==> config.mk <==
export PLATFORM = sky130hd
export DESIGN_NAME = xop_decoder
export DESIGN_NICKNAME = d
export VERILOG_FILES = /design/src/rtl/xop_pkg.sv /design/src/rtl/xop_class_lut.sv /design/src/rtl/xop_operand_former.sv /design/src/rtl/xop_seq_fsm.sv /design/src/rtl/xop_decoder.sv
export SDC_FILE = /design/constraint.sdc
export NUM_CORES = 1
export LEC_CHECK = 0
export BUFFER_PORTS_ARGS = -buffer_cell sky130_fd_sc_hd__buf_2
export CORE_MARGIN = 4
export CORE_UTILIZATION = 52
export DETAILED_ROUTE_END_ITERATION = 10
export GPL_TIMING_DRIVEN = 0
export PLACE_DENSITY = 0.8
export SYNTH_ARGS = -nofsm -noshare
export SYNTH_HDL_FRONTEND = slang
export SYNTH_HIERARCHICAL = 1
export SYNTH_SLANG_ARGS = --single-unit
==> constraint.sdc <==
create_clock -name clk -period 3.4 [get_ports clk]
set_clock_uncertainty 0.2 [all_clocks]
set_input_delay 0.34 -clock clk [delete_from_list [all_inputs] [get_ports clk]]
set_output_delay 0.34 -clock clk [all_outputs]
set_load 0.005 [all_outputs]
==> src/rtl/xop_pkg.sv <==
package xop_pkg;
    parameter int WORD_W = 32;
    parameter int OPC_W  = 8;
    parameter int BREG_W = 5;
    parameter int WX_W   = 4;
    parameter int OPX_W  = 12;
    parameter int XTRA_W = 8;

    localparam int XREG_W     = BREG_W + 1;
    localparam int BODY_W     = WORD_W - OPC_W;
    localparam int RSV_W      = WORD_W - OPC_W - 3 * BREG_W;
    localparam int NREG       = 3;

    localparam logic [OPC_W-1:0]  PFX_MARK = 8'hFF;
    localparam logic [OPC_W-1:0]  OPC_FADD = 8'h10;
    localparam logic [OPC_W-1:0]  OPC_FSUB = 8'h11;
    localparam logic [OPC_W-1:0]  OPC_FMUL = 8'h12;
    localparam logic [OPC_W-1:0]  OPC_ADD  = 8'h20;
    localparam logic [OPC_W-1:0]  OPC_ADDI = 8'h30;
    localparam logic [XTRA_W-1:0] RNE_CODE = 8'h00;

    typedef enum logic [1:0] {CLS_DEFAULT, CLS_REG, CLS_IMM, CLS_FP} cls_e;
    typedef enum logic {S_IDLE, S_WAIT_INSN} st_e;

    typedef struct packed {
        logic [OPC_W-1:0]  opc;
        logic [OPX_W-1:0]  opx;
        logic              pfx;
        logic [XREG_W-1:0] ra;
        logic [XREG_W-1:0] rb;
        logic [XREG_W-1:0] rd;
        logic              third_imm;
        logic [XTRA_W-1:0] third;
        logic [XTRA_W-1:0] rnd;
        logic              rnd_ok;
    } dec_t;
endpackage

==> src/rtl/xop_class_lut.sv <==
module xop_class_lut
    import xop_pkg::*;
(
    input  logic [OPC_W-1:0] opc,
    input  logic [OPX_W-1:0] opx,
    output cls_e             cls
);
    always_comb begin
        cls = CLS_DEFAULT;
        if (opx == '0) begin
            unique case (opc)
                OPC_FADD, OPC_FSUB, OPC_FMUL: cls = CLS_FP;
                OPC_ADD:                      cls = CLS_REG;
                OPC_ADDI:                     cls = CLS_IMM;
                default:                      cls = CLS_DEFAULT;
            endcase
        end
    end
endmodule

==> src/rtl/xop_operand_former.sv <==
module xop_operand_former
    import xop_pkg::*;
(
    input  logic              pfx_ok,
    input  logic [BODY_W-1:0] pfx_body,
    input  logic [WORD_W-1:0] insn,
    output dec_t              dec,
    output logic              bad
);
    logic [WX_W-1:0]   wx;
    logic [OPX_W-1:0]  opx;
    logic [XTRA_W-1:0] xb;
    logic [NREG-1:0][BREG_W-1:0] base_r;
    logic [NREG-1:0][XREG_W-1:0] wide_r;
    cls_e cls;

    assign wx  = pfx_ok ? pfx_body[BODY_W-1 -: WX_W] : '0;
    assign opx = pfx_ok ? pfx_body[XTRA_W +: OPX_W] : '0;
    assign xb  = pfx_ok ? pfx_body[XTRA_W-1:0] : '0;

    // index 0 = destination, 1 = source A, 2 = source B
    assign base_r[0] = insn[WORD_W-OPC_W-1 -: BREG_W];
    assign base_r[1] = insn[WORD_W-OPC_W-BREG_W-1 -: BREG_W];
    assign base_r[2] = insn[WORD_W-OPC_W-2*BREG_W-1 -: BREG_W];

    for (genvar g = 0; g < NREG; g++) begin : g_widen
        assign wide_r[g] = {wx[g], base_r[g]};
    end

    assign bad = wx[WX_W-1] | (insn[RSV_W-1:0] != '0);

    xop_class_lut cls_i (
        .opc (insn[WORD_W-1 -: OPC_W]),
        .opx (opx),
        .cls (cls)
    );

    always_comb begin
        dec           = '0;
        dec.opc       = insn[WORD_W-1 -: OPC_W];
        dec.opx       = opx;
        dec.pfx       = pfx_ok;
        dec.rd        = wide_r[0];
        dec.ra        = wide_r[1];
        dec.rb        = wide_r[2];
        dec.third_imm = 1'b0;
        dec.third     = {{(XTRA_W-XREG_W){1'b0}}, wide_r[0]};
        dec.rnd       = RNE_CODE;
        dec.rnd_ok    = 1'b0;
        unique case (cls)
            CLS_REG: begin
                if (pfx_ok) dec.third = {{(XTRA_W-XREG_W){1'b0}}, xb[XREG_W-1:0]};
            end
            CLS_IMM: begin
                dec.third_imm = 1'b1;
                dec.third     = xb;
            end
            CLS_FP: begin
                if (pfx_ok) begin
                    dec.rnd    = xb;
                    dec.rnd_ok = 1'b1;
                end
            end
            CLS_DEFAULT: begin
            end
        endcase
    end
endmodule

==> src/rtl/xop_seq_fsm.sv <==
module xop_seq_fsm
    import xop_pkg::*;
(
    input  logic clk,
    input  logic rst_n,
    input  logic in_valid,
    input  logic is_pfx,
    output st_e  state_q,
    output logic capture,
    output logic emit,
    output logic pair
);
    st_e state_d;

    always_ff @(posedge clk or negedge rst_n) begin
        if (!rst_n) state_q <= S_IDLE;
        else        state_q <= state_d;
    end

    always_comb begin
        state_d = state_q;
        capture = 1'b0;
        emit    = 1'b0;
        pair    = 1'b0;
        unique case (state_q)
            S_IDLE: begin
                if (in_valid && is_pfx) begin
                    capture = 1'b1;
                    state_d = S_WAIT_INSN;
                end else if (in_valid) begin
                    emit = 1'b1;
                end
            end
            S_WAIT_INSN: begin
                if (in_valid) begin
                    emit    = 1'b1;
                    pair    = is_pfx;
                    state_d = S_IDLE;
                end
            end
        endcase
    end
endmodule

==> src/rtl/xop_decoder.sv <==
module xop_decoder
    import xop_pkg::*;
(
    input  logic              clk,
    input  logic              rst_n,
    input  logic              in_valid,
    input  logic [WORD_W-1:0] in_word,
    output logic              out_valid,
    output logic              out_illegal,
    output logic              out_prefixed,
    output logic [OPC_W-1:0]  out_opcode,
    output logic [OPX_W-1:0]  out_opx,
    output logic [XREG_W-1:0] out_src_a,
    output logic [XREG_W-1:0] out_src_b,
    output logic [XREG_W-1:0] out_dst,
    output logic              out_third_is_imm,
    output logic [XTRA_W-1:0] out_third,
    output logic [XTRA_W-1:0] out_rnd_mode,
    output logic              out_rnd_valid
);
    st_e  state_q;
    logic is_pfx, capture, emit, pair, bad;
    logic [BODY_W-1:0] pfx_q;
    dec_t dec, res_q;
    logic valid_q, ill_q;

    assign is_pfx = (in_word[WORD_W-1 -: OPC_W] == PFX_MARK);

    xop_seq_fsm fsm_i (
        .clk      (clk),
        .rst_n    (rst_n),
        .in_valid (in_valid),
        .is_pfx   (is_pfx),
        .state_q  (state_q),
        .capture  (capture),
        .emit     (emit),
        .pair     (pair)
    );

    always_ff @(posedge clk or negedge rst_n) begin
        if (!rst_n)       pfx_q <= '0;
        else if (capture) pfx_q <= in_word[BODY_W-1:0];
    end

    xop_operand_former form_i (
        .pfx_ok   (state_q == S_WAIT_INSN),
        .pfx_body (pfx_q),
        .insn     (in_word),
        .dec      (dec),
        .bad      (bad)
    );

    always_ff @(posedge clk or negedge rst_n) begin
        if (!rst_n) begin
            valid_q <= 1'b0;
            ill_q   <= 1'b0;
            res_q   <= '0;
        end else begin
            valid_q <= emit;
            if (emit) begin
                if (pair || bad) begin
                    res_q <= '0;
                    ill_q <= 1'b1;
                end else begin
                    res_q <= dec;
                    ill_q <= 1'b0;
                end
            end
        end
    end

    assign out_valid        = valid_q;
    assign out_illegal      = ill_q;
    assign out_prefixed     = res_q.pfx;
    assign out_opcode       = res_q.opc;
    assign out_opx          = res_q.opx;
    assign out_src_a        = res_q.ra;
    assign out_src_b        = res_q.rb;
    assign out_dst          = res_q.rd;
    assign out_third_is_imm = res_q.third_imm;
    assign out_third        = res_q.third;
    assign out_rnd_mode     = res_q.rnd;
    assign out_rnd_valid    = res_q.rnd_ok;

    a_r3_wait_holds: assert property (@(posedge clk) disable iff (!rst_n)
        (state_q == S_WAIT_INSN && !in_valid) |=> (!out_valid && state_q == S_WAIT_INSN));

    a_r3_prefix_no_emit: assert property (@(posedge clk) disable iff (!rst_n)
        (state_q == S_IDLE && in_valid && is_pfx) |=> !out_valid);

    a_r9_mode_needs_prefix: assert property (@(posedge clk) disable iff (!rst_n)
        (out_valid && out_rnd_valid) |-> out_prefixed);

    a_r10_absent_mode_rne: assert property (@(posedge clk) disable iff (!rst_n)
        (out_valid && !out_rnd_valid) |-> (out_rnd_mode == RNE_CODE));

    a_r12_illegal_clean: assert property (@(posedge clk) disable iff (!rst_n)
        (out_valid && out_illegal) |-> (!out_prefixed && !out_rnd_valid && out_dst == '0 && out_third == '0));

    a_r2_plain_narrow: assert property (@(posedge clk) disable iff (!rst_n)
        (out_valid && !out_prefixed) |-> (!out_dst[XREG_W-1] && !out_src_a[XREG_W-1] && !out_src_b[XREG_W-1] && out_opx == '0));
endmodule

==> impl_metrics.toml, run 1 <==
[outcome]
status = "finished clean"

[timing]
slew_headroom_pct = 66.5
worstMarginPinSlew_ns = 0.503
hold_viol = 0
finalSetupTns_ns = 0
fmax_ghz = 0.309
rsz0062_at_grt = "false"
setup_viol = 0
post-route-min-period_ns = 3.24
maxSlewViolCount = 0
min_period_over_period_pct = 95.3

[route]
num_vias = 2565
routed_wl_um = 8350
vias_per_cell = 5.27
drc = 0
antenna_left = 0
wl_per_cell_um = 17.1
firstDrtPassIters = 6
drtIter0Drc = 184

[worst_setup_path]
crit_type = "flop to flop"
cp-start-kind = "flop"
endpoint_kind = "flop"
worstPathRequired_ns = 3.43
critPathArrivalTime_ns = 3.27
path_max_fanout = 12

[grt]
grt-ovfl-total = 0
grt_pass1_vias = 2686
antenna_found_initial = 0
grt_usage_pct = 20.9
grt_pass1_wl_um = 13700
grt_max_degree = 74

[place]
port_buffers = 93
hpwl_um = 6100
place.gp.congestion = 0.804
dp_cells = 470

[finish]
antenna_cells = 0
drive_above_1_share_pct = 45.5
fin_cells = 487
layout.nets = 425
syn_to_final_growth_pct = 22.7

[yosys]
ys_ff_latch = 84
syn-cell-area_um2 = 3630
synth_cells = 280
synth_cell_types = 30
ys_warn_count = 6
synth-edff-count = 0
synthFlopType = "dfrtp_1"
avgSynthCellArea_um2 = 13.0
async_flop_share_pct = 100
synth_nets = 318
seq_area_frac_synth_pct = 57.9

[floorplan]
core_um2 = 6790
start_util_pct = 53.4
dieWidth_um = 91.6
die_h_um = 91.6
io_pins = 94
dieArea_um2 = 8380
rows = 30

[clocking]
clock_tree.root_cell = "clkbuf_8"
clk_latency_ns = 0.35
numCtsBuffers = 9
cts_tree = "done"
numClockSinks = 84
clk_pin_slew_worst_paths_ns = 0.08
cts_buffer_depth = 2
htreeDepth = 3

[worst_hold_path]
worstHoldPathType = "primary input to flop"

[power]
p_leak_nw = 2.46
powerDensity_nw_per_um2 = 409
total_power_mw = 1.82
peakVddDrop_v = 0.000220

[job]
cap_violations = 0
[repair_timing]
| action | in CTS | in global routing |
|---|---|---|
| hold buffers | 2 | 0 |
| setup endpoints to repair | 0 | 5 |
| buffers inserted | 0 | 0 |
| endpoints found under the hold margin | 85 | 0 |
| resized for setup | 0 | 1 |
[routing by layer]
layer | wire length (µm) | GRT usage (%) | vias to the layer above
li1 | - | - | 1220
met1 | 3830 | 28.5 | 1268
met2 | 4030 | 33.5 | 66
met3 | 377 | 3.89 | 11
met4 | 111 | 7.79 | 0
met5 | 0 | 0 | -
[final timing paths]
check | startpoint | slack [ns] | end | cells past startpoint
worst max-delay path | fsm_i/state_q$_DFF_PN0_ | 0.16 | out_third[4]$_DFFE_PN0P_ | 11
worst max register to register | fsm_i/state_q$_DFF_PN0_ | 0.16 | out_third[4]$_DFFE_PN0P_ | 11
max in group asynchronous | rst_n | 2.23 | pfx_q[7]$_DFFE_PN0P_ | 3
min in group asynchronous | rst_n | 0.16 | out_rnd_mode[2]$_DFFE_PN0P_ | 2
worst min-delay path | in_word[0] | 0.05 | pfx_q[0]$_DFFE_PN0P_ | 2
worst min register to register | out_illegal$_DFFE_PN0P_ | 0.30 | out_illegal$_DFFE_PN0P_ | 2
[registers in the layout, indices dropped and copies added (netlist names)]
register / flops
out_rnd_mode: 8
out_src_b: 6
out_opcode: 8
out_opx: 12
out_dst: 6
pfx_q: 24
out_src_a: 6
fsm_i/state_q: 1
out_rnd_valid: 1
out_valid: 1
out_illegal: 1
out_third: 8
out_third_is_imm: 1
out_prefixed: 1
[cells in the final DEF, fill, tap and decap left out, types with 2 or more instances in the layout]
master	n
buf_2	104
dfrtp_1	84
a22o_1	62
buf_4	26
mux2_2	24
and2_1	16
clkbuf_8	10
nor2_1	9
and3_1	7
clkbuf_1	5
nor4_1	5
inv_1	4
nand4_1	3
and3_2	3
o21ai_0	3
ha_1	3
buf_6	2
nand2_1	2
dlygate4sd3_1	2
[critical path: stages (launching register included)]
cell	delay (ns)
dfrtp_1	0.53
buf_2	0.26
and2_1	0.18
nor4_1	0.37
nand4_1	0.20
a21oi_2	0.23
inv_1	0.07
ha_1	0.33
and2b_4	0.22
o21a_4	0.13
a22o_1	0.23
a22o_1	0.20
[cell families (layout without fill, tap and decap cells)]
family / count (synthesis) / count (layout) / share of synthesized area, %
flip-flops: 84 / 84 / 57.9
AO/OA/AOI/OAI: 72 / 72 / 16.9
AND/OR/NAND/NOR: 50 / 50 / 8.27
buffers and inverters: 46 / 157 / 8.17
multiplexers: 25 / 25 / 7.72
adder cells (fa/ha/maj): 3 / 3 / 1.03
[report_power, final]
part | switching [mW] | internal (mW)
registers | 0.00890 | 1.01
clock network | 0.327 | 0.356
logic | 0.0625 | 0.0563
[through the flow]
stage               cell area, µm²  hold slack, ns  utilization [%]  worst slack, ns
floorplan                     3630          -0.156                -            0.627
global placement              4220           0.271             62.1            0.161
detailed placement            4250         0.00271             62.5            0.128
CTS                           4450          0.0276             65.5            0.122
global route                  4450          0.0360             65.6           0.0252
finish                        4450          0.0459             65.6            0.159
[cell usage after synthesis, drive strengths merged, types with 3 or more instances]
cell type	n	area [µm²]
nor4	5	31.3
o21ai	3	15.0
dfrtp	84	2100
mux2	24	270
and2	16	100
and3	10	66.3
nor2	9	33.8
buf	39	270
a22o	62	543
nand4	3	18.8
inv	5	18.8
ha	3	37.5
[final cells by class]
cell class                      instances  area (µm²)
Sequential cell                        84        2100
Timing Repair Buffer                   96         515
Fill cell                             532        2340
Tap cell                               96         120
Inverter                                5        18.8
Multi-Input combinational cell        150        1240
Buffer                                 41         278
Clock inverter                          2        35.0
Clock buffer                           13         149
(Power assumes the default switching activity.)
==> run 2: changes to the inputs <==
--- a/config.mk
+++ b/config.mk
@@ -8,6 +8,7 @@
 export BUFFER_PORTS_ARGS = -buffer_cell sky130_fd_sc_hd__buf_2
 export CORE_MARGIN = 4
 export CORE_UTILIZATION = 52
+export CTS_BUF_LIST = sky130_fd_sc_hd__clkbuf_4 sky130_fd_sc_hd__clkbuf_8 sky130_fd_sc_hd__clkbuf_16
 export DETAILED_ROUTE_END_ITERATION = 10
 export GPL_TIMING_DRIVEN = 0
 export PLACE_DENSITY = 0.8
==> impl_metrics.toml, run 2 (synthesis gave the netlist of run 1 again) <==
[timing]
hold_viol = 0
setup_viol = 0
post-route-min-period_ns = 3.24
rsz0062_at_grt = "false"
min_period_over_period_pct = 95.3
finalSetupTns_ns = 0
slew_headroom_pct = 65.7
fmax_ghz = 0.308
maxSlewViolCount = 0
worstMarginPinSlew_ns = 0.514
setup_ws_ns = 0.158

[grt]
grt-ovfl-total = 0
grt_usage_pct = 20.9
antenna_found_initial = 0
grt_pass1_wl_um = 13700
grt_pass1_vias = 2680
grt_max_degree = 74

[finish]
syn_to_final_growth_pct = 23.0
final_common_cell = "buf_2"
multiInputGateArea_um2 = 1240
fin_area_um2 = 4470
layout.nets = 425
largest_register_ffs = 24
antenna_cells = 0
seq_area_um2 = 2100
drive_above_1_share_pct = 46.3
final_cell_mix = "104 x buf_2, 84 x dfrtp_1, 62 x a22o_1"
fillers = 528
largest_register = "pfx_q"

[clocking]
clock_tree.root_cell = "clkbuf_8"
numClockSinks = 84
cts_tree = "done"
cts_buffer_depth = 2
htreeDepth = 3
clk_pin_slew_worst_paths_ns = 0.08
clk_latency_ns = 0.34
numCtsBuffers = 9

[worst_setup_path]
critPathArrivalTime_ns = 3.27
endpoint_kind = "flop"
worstPathRequired_ns = 3.43
cp-start-kind = "flop"
crit_type = "flop to flop"
path_max_fanout = 12

[floorplan]
start_util_pct = 53.4
die_h_um = 91.6
io_pins = 94
dieArea_um2 = 8380
core_um2 = 6790
rows = 30
dieWidth_um = 91.6

[place]
hpwl_um = 6100
dp_slack_ns = 0.128
placed_area_um2 = 4250
place.gp.congestion = 0.804
port_buffers = 93

[route]
drc = 0
num_vias = 2564
drtIter0Drc = 155
antenna_left = 0
wl_per_cell_um = 17.0
routed_wl_um = 8300
vias_per_cell = 5.26
firstDrtPassIters = 6

[power]
total_power_mw = 1.85
peakVddDrop_v = 0.000220
powerDensity_nw_per_um2 = 414
p_leak_nw = 2.47

[job]
cap_violations = 0

[outcome]
status = "finished clean"

[worst_hold_path]
worstHoldPathType = "primary input to flop"
[run 2: cell type report]
| cell class | count | area share [%] |
|---|---|---|
| repair buffers | 96 | 11.5 |
| clock inverters | 2 | 0.785 |
| well taps | 96 | 2.69 |
| plain buffers | 41 | 6.22 |
| clock buffers | 13 | 3.59 |
| inverters | 5 | 0.420 |
| flip-flops and latches | 84 | 47.1 |
| multi-input cells | 150 | 27.7 |
[run 2: power by group]
group	switching [mW]	internal [mW]	total, mW
clock	0.327	0.380	0.707
combinational	0.0623	0.0563	0.119
sequential	0.00874	1.01	1.02
[run 2: worst paths after layout]
kind	from	endpoint	slack, ns	depth (start not counted)
worst max-delay path	fsm_i/state_q$_DFF_PN0_	out_third[4]$_DFFE_PN0P_	0.16	11
worst min-delay path	in_word[0]	pfx_q[0]$_DFFE_PN0P_	0.05	2
worst max register to register	fsm_i/state_q$_DFF_PN0_	out_third[4]$_DFFE_PN0P_	0.16	11
worst min register to register	out_illegal$_DFFE_PN0P_	out_illegal$_DFFE_PN0P_	0.30	2
max in group asynchronous	rst_n	pfx_q[7]$_DFFE_PN0P_	2.23	3
min in group asynchronous	rst_n	out_rnd_mode[2]$_DFFE_PN0P_	0.17	2
[run 2: what timing repair did]
item,in CTS,in global routing
gates resized for setup,0,1
setup endpoints to repair,0,5
buffers inserted,0,0
hold buffers,2,0
hold endpoints to repair,85,0
[run 2: layer usage]
layer / GRT usage, % / vias up / routed length [µm]
li1: - / 1221 / -
met1: 28.3 / 1257 / 3780
met4: 7.79 / 0 / 116
met2: 33.5 / 74 / 3990
met5: 0 / - / 0
met3: 3.89 / 12 / 417
[run 2: critical path: stages, from the launching register on]
cell	delay, ns
dfrtp_1	0.52
buf_2	0.25
and2_1	0.18
nor4_1	0.37
nand4_1	0.20
a21oi_2	0.23
inv_1	0.07
ha_1	0.33
and2b_4	0.21
o21a_4	0.13
a22o_1	0.24
a22o_1	0.20
[run 2: stage by stage]
stage               hold WS (ns)  util (%)  cells
detailed placement       0.00271      62.5    470
floorplan                 -0.156         -    280
global placement           0.271      62.1    469
finish                    0.0467      65.7    487
CTS                       0.0293      65.7    487
global route              0.0373      65.7    487
